$ cat src/rtl/tlb_fa.sv
module tlb_fa #(
  parameter int ENTRIES = 16,
  parameter int VPN_W   = 20,
  parameter int PPN_W   = 20,
  parameter int OFF_W   = 12
) (
  input  logic                   clk,
  input  logic                   rst_n,
  input  logic                   flush,
  input  logic                   lk_valid,
  input  logic [VPN_W+OFF_W-1:0] lk_vaddr,
  output logic                   lk_hit,
  output logic                   lk_miss,
  output logic [PPN_W+OFF_W-1:0] lk_paddr,
  output logic                   lk_ro,
  output logic                   lk_user,
  output logic                   lk_dirty,
  input  logic                   rf_valid,
  input  logic                   rf_present,
  input  logic [VPN_W-1:0]       rf_vpn,
  input  logic [PPN_W-1:0]       rf_ppn,
  input  logic                   rf_ro,
  input  logic                   rf_user,
  input  logic                   rf_dirty,
  output logic                   fault
);
  localparam int IW = (ENTRIES > 1) ? $clog2(ENTRIES) : 1;
  localparam logic [IW-1:0] OLDEST = IW'(ENTRIES - 1);

  logic             valid_q [ENTRIES];
  logic [VPN_W-1:0] tag_q   [ENTRIES];
  logic [PPN_W-1:0] frame_q [ENTRIES];
  logic             ro_q    [ENTRIES];
  logic             user_q  [ENTRIES];
  logic             dirty_q [ENTRIES];
  logic [IW-1:0]    age_q   [ENTRIES];

  logic [ENTRIES-1:0] hit_vec, rf_vec;
  logic [IW-1:0] hit_idx, rf_idx, free_idx, lru_idx, wr_idx, touch_idx, touch_age;
  logic have_free, wr_en, touch_en;

  wire [VPN_W-1:0] lk_vpn = lk_vaddr[VPN_W+OFF_W-1:OFF_W];

  for (genvar g = 0; g < ENTRIES; g++) begin : g_cmp
    assign hit_vec[g] = valid_q[g] && (tag_q[g] == lk_vpn);
    assign rf_vec[g]  = valid_q[g] && (tag_q[g] == rf_vpn);
  end

  always_comb begin
    hit_idx   = '0;
    rf_idx    = '0;
    free_idx  = '0;
    lru_idx   = '0;
    have_free = 1'b0;
    for (int i = ENTRIES - 1; i >= 0; i--) begin
      if (hit_vec[i]) hit_idx = IW'(i);
      if (rf_vec[i])  rf_idx  = IW'(i);
      if (!valid_q[i]) begin
        free_idx  = IW'(i);
        have_free = 1'b1;
      end
      if (age_q[i] == OLDEST) lru_idx = IW'(i);
    end
  end

  assign lk_hit   = lk_valid && (|hit_vec);
  assign lk_miss  = lk_valid && !(|hit_vec);
  assign lk_paddr = lk_hit ? {frame_q[hit_idx], lk_vaddr[OFF_W-1:0]} : '0;
  assign lk_ro    = lk_hit && ro_q[hit_idx];
  assign lk_user  = lk_hit && user_q[hit_idx];
  assign lk_dirty = lk_hit && dirty_q[hit_idx];

  assign fault     = rf_valid && !rf_present;
  assign wr_en     = rf_valid && rf_present && !flush;
  assign wr_idx    = (|rf_vec) ? rf_idx : (have_free ? free_idx : lru_idx);
  assign touch_en  = !flush && (wr_en || lk_hit);
  assign touch_idx = wr_en ? wr_idx : hit_idx;
  assign touch_age = age_q[touch_idx];

  always_ff @(posedge clk or negedge rst_n) begin
    if (!rst_n) begin
      for (int i = 0; i < ENTRIES; i++) begin
        valid_q[i] <= 1'b0;
        tag_q[i]   <= '0;
        frame_q[i] <= '0;
        ro_q[i]    <= 1'b0;
        user_q[i]  <= 1'b0;
        dirty_q[i] <= 1'b0;
        age_q[i]   <= IW'(i);
      end
    end else begin
      if (flush) begin
        for (int i = 0; i < ENTRIES; i++) valid_q[i] <= 1'b0;
      end else if (wr_en) begin
        valid_q[wr_idx] <= 1'b1;
        tag_q[wr_idx]   <= rf_vpn;
        frame_q[wr_idx] <= rf_ppn;
        ro_q[wr_idx]    <= rf_ro;
        user_q[wr_idx]  <= rf_user;
        dirty_q[wr_idx] <= rf_dirty;
      end
      if (touch_en) begin
        for (int i = 0; i < ENTRIES; i++) begin
          if (IW'(i) == touch_idx)      age_q[i] <= '0;
          else if (age_q[i] < touch_age) age_q[i] <= age_q[i] + 1'b1;
        end
      end
    end
  end
endmodule


$ cat config.mk
export PLATFORM = sky130hd
export DESIGN_NAME = tlb_fa
export DESIGN_NICKNAME = d
export VERILOG_FILES = /design/src/rtl/tlb_fa.sv
export SDC_FILE = /design/constraint.sdc
export NUM_CORES = 2
export LEC_CHECK = 0
export ABC_AREA = 0
export BUFFER_PORTS_ARGS = -buffer_cell sky130_fd_sc_hd__clkbuf_2
export CORE_MARGIN = 8
export CORE_UTILIZATION = 50
export DETAILED_ROUTE_END_ITERATION = 12
export GPL_TIMING_DRIVEN = 0
export PLACE_DENSITY = 0.66
export SKIP_LAST_GASP = 1
export SLEW_MARGIN = 20
export SYNTH_ARGS = -nofsm -noshare
export SYNTH_HDL_FRONTEND = slang
export SYNTH_SLANG_ARGS = --single-unit
$ cat constraint.sdc
create_clock -name clk -period 7.5 [get_ports clk]
set_input_delay 1.5 -clock clk [delete_from_list [all_inputs] [get_ports clk]]
set_output_delay 1.5 -clock clk [all_outputs]
set_load 0.01 [all_outputs]
==> flow_metrics.tcl <==
set metrics [dict create \
    status "complete, but fails checks" \
    violations "negative setup slack" \
    grt_pass1_wl_um 250000 \
    synth_top_area_frac 0.403 \
    placed_area_um2 47900 \
    fin_nets 4459 \
    synth_xor_area_frac 0.123 \
    switching_share 0.299 \
    peakVddDrop_uv 228 \
    async_reset_ff_frac 1.00 \
    worst_slack_ns -0.00358 \
    max-slew-margin-rel 0.143 \
    fillers 7791 \
    drtIter0Drc 4360 \
    track_usage 0.333 \
    synthMuxAreaShare 0.197 \
    fin_crit_ns 7.50 \
    layout_common_cells "dfrtp_1 (736), mux2_2 (694), xnor2_1 (457)" \
    synth_fa_ha_area_frac 0.0175 \
    io_buffers 78 \
    crit_type "input pin to output port" \
    tns_ns -0.00358 \
    syn_inst 4118 \
    whs_ns 0.498 \
    grt_max_degree 90 \
    vias 36562 \
    die_area_um2 101000 \
    hpwl_um 121000 \
    initial_utilization 0.501 \
    gp_congestion 1.03 \
    io_pins 119 \
    htreeDepth 3 \
    syn_area_um2 45600 \
    hold_violations 0 \
    final_common_cell "dfrtp_1" \
    pwr-share-clk 0.402 \
    cp_data_arrival_time_ns 6.00 \
    avgSynthCellArea_um2 11.1 \
    synth.net_count 4263 \
    p_int_mw 8.07 \
    path_clk_slew_ns 0.06 \
    period_share 1.00 \
    power_leakage_nw 22.6 \
    wl_per_cell_um 31.1 \
    worst_clock_skew_ns 0.0487 \
    yosys_register_bits 768 \
    fp.dieW_um 318 \
    synth-simple-area-share 0.121 \
    root_buffer "clkbuf_16" \
    multiInputGateArea_um2 25300 \
    cts_buffers 90 \
    num_rows 111 \
    synth_flop_cell "dfrtp_1" \
    grt_pass1_vias 35950 \
    power.switching_mw 3.45 \
    ys_types 91 \
    cts.path.max_buffers 3 \
    finalSetupViolCount 1 \
    hold_class "flip-flop to flip-flop" \
    clock-sinks 768 \
    seq_area_frac_synth 0.422 \
    cts_tree "built" \
    antenna_found_initial 9 \
    rsz0062_at_grt "false" \
    die_h_um 318 \
    synth_edf_count 0 \
    synth_top_family_by_area "multiplexers" \
    regArea_um2 19300 \
    timing.fmax_mhz 133 \
    crit_path_end_kind "output port" \
    ant_nets 0 \
    worstMarginPinSlew_ns 1.28 \
    slew_viol_final 0 \
    synth-compound-area-share 0.0882 \
    via_per_inst 6.56 \
    wl_um 174000 \
    drive_gt1_frac 0.288 \
    pwr_density_cell_nw_per_um2 221 \
    worst-path-max-fanout 10 \
    drc 0 \
    design_area_um2 52100 \
    start_kind "input pin" \
    syn_to_final_growth_pct 14.1 \
    synthTopCellsByArea "dfrtp_1 (40%), mux2_2 (17%), xnor2_1 (8.8%)" \
    core_um2 91100 \
    p_total_mw 11.5 \
    pwr-share-seq 0.425 \
    max_cap_violations 0 \
    clock_latency_ns 0.71 \
    cts_hold_buf 0 \
    comb_power_share 0.173 \
    required_ns 6.00 \
    overflow 0 \
    yosys_warnings 0 \
    yosysTopAreaCell "dfrtp_1" \
    drt_first_pass_iters 9 \
    final_util 0.572 \
]
cells in the mapped netlist, drive strengths merged, types with 8 or more instances:
| cell type | instances |
|---|---|
| a211oi | 173 |
| o31ai | 21 |
| nor2b | 107 |
| a2111oi | 19 |
| nand4 | 202 |
| o22ai | 29 |
| mux2i | 116 |
| buf | 136 |
| nand4b | 10 |
| a21o | 12 |
| and2 | 13 |
| a31oi | 15 |
| o21ai | 53 |
| inv | 40 |
| xnor2 | 461 |
| nor3b | 19 |
| nor3 | 27 |
| nand3 | 100 |
| clkbuf | 172 |
| a21oi | 98 |
| or3 | 13 |
| a22o | 9 |
| dfrtp | 736 |
| nor4 | 92 |
| or2 | 33 |
| nor2 | 66 |
| and3 | 29 |
| o21a | 8 |
| and4 | 19 |
| mux2 | 694 |
| o31a | 8 |
| or4 | 19 |
| nor4b | 17 |
| xor2 | 178 |
| o211ai | 24 |
| nand2b | 35 |
| ha | 64 |
| dfstp | 32 |
| nand2 | 128 |
per-layer routing:
metal / vias up / track usage / share of wire / wire length (um)
li1: 15472 / - / - / -
met1: 18669 / 0.460 / 0.42 / 72800
met2: 1956 / 0.483 / 0.42 / 73700
met3: 463 / 0.0944 / 0.11 / 18400
met4: 2 / 0.150 / 0.050 / 8770
met5: - / 0 / 0.000075 / 13
per-stage QoR:
stage | setup WS [ns] | instances
2_1_floorplan | 0.567 | 4118
3_3_place_gp | -13.91 | 5382
3_5_place_dp | -3.46 | 5396
4_1_cts | -0.0500 | 5567
5_1_grt | 0.00208 | 5573
6_report | -0.00358 | 5577
sequential cells by signal, indices dropped and copies added (netlist names):
register / cells
frame_q: 320
valid_q: 16
user_q: 16
age_q: 64
ro_q: 16
dirty_q: 16
tag_q: 320
cells by family (layout without fill, tap and decap cells):
| group | after synthesis | count (layout) |
|---|---|---|
| buf+inv | 349 | 616 |
| simple gates | 949 | 949 |
| compound gates | 539 | 540 |
| mux | 810 | 810 |
| fa+ha+maj | 64 | 64 |
| flops | 768 | 768 |
| other cells | 0 | 5 |
| xor+xnor | 639 | 639 |
layout make-up:
class	instances	share of cell area
well taps	1186	0.0285
plain buffers	305	0.0360
repair buffers	106	0.0164
flip-flops and latches	768	0.370
multi-input cells	3002	0.486
inverters	41	0.00295
clock buffers	130	0.0504
diodes	5	0.000240
clock inverters	34	0.00947
worst max-delay path, stage by stage:
cell      delay [ns]
buf_4           0.28
buf_8           0.29
xnor2_1         0.22
nand4_1         0.21
nor4_4          0.17
buf_4           0.18
nand2_1         0.12
a221oi_4        0.52
o221ai_4        0.23
a31oi_4         0.25
buf_12          0.16
clkbuf_4        0.25
buf_6           0.23
clkbuf_4        0.33
a211oi_1        0.12
a21oi_1         0.17
mux2i_1         0.12
a211oi_2        0.40
clkbuf_2        0.21
final timing paths:
check / from / end / slack, ns / cells after the start
min reg2reg: frame_q[61]$_DFFE_PN0P_ / frame_q[61]$_DFFE_PN0P_ / 0.50 / 1
max reg2reg: tag_q[280]$_DFFE_PN0P_ / age_q[19]$_DFFE_PN1P_ / 0.86 / 21
max in group asynchronous: rst_n / frame_q[52]$_DFFE_PN0P_ / 5.11 / 5
max: lk_vaddr[17] / lk_paddr[13] / -0.004 / 19
min: frame_q[61]$_DFFE_PN0P_ / frame_q[61]$_DFFE_PN0P_ / 0.50 / 1
min in group asynchronous: rst_n / tag_q[283]$_DFFE_PN0P_ / 0.63 / 1
what timing repair did:
item,CTS,global route
gates resized for setup,206,109
pin swaps,9,9
endpoints found under the setup margin,88,87
gates cloned,1,0
buffers inserted,7,7
power by group through the flow:
stage               registers [mW]  logic, mW  clock network [mW]
floorplan                     4.82       1.33                   0
global placement              4.96       1.83                   0
detailed placement            4.96       1.90                   0
CTS                           4.89       1.93                4.67
global route                  4.95       2.18                4.82
finish                        4.90       2.00                4.63
(Power assumes the default switching activity.)
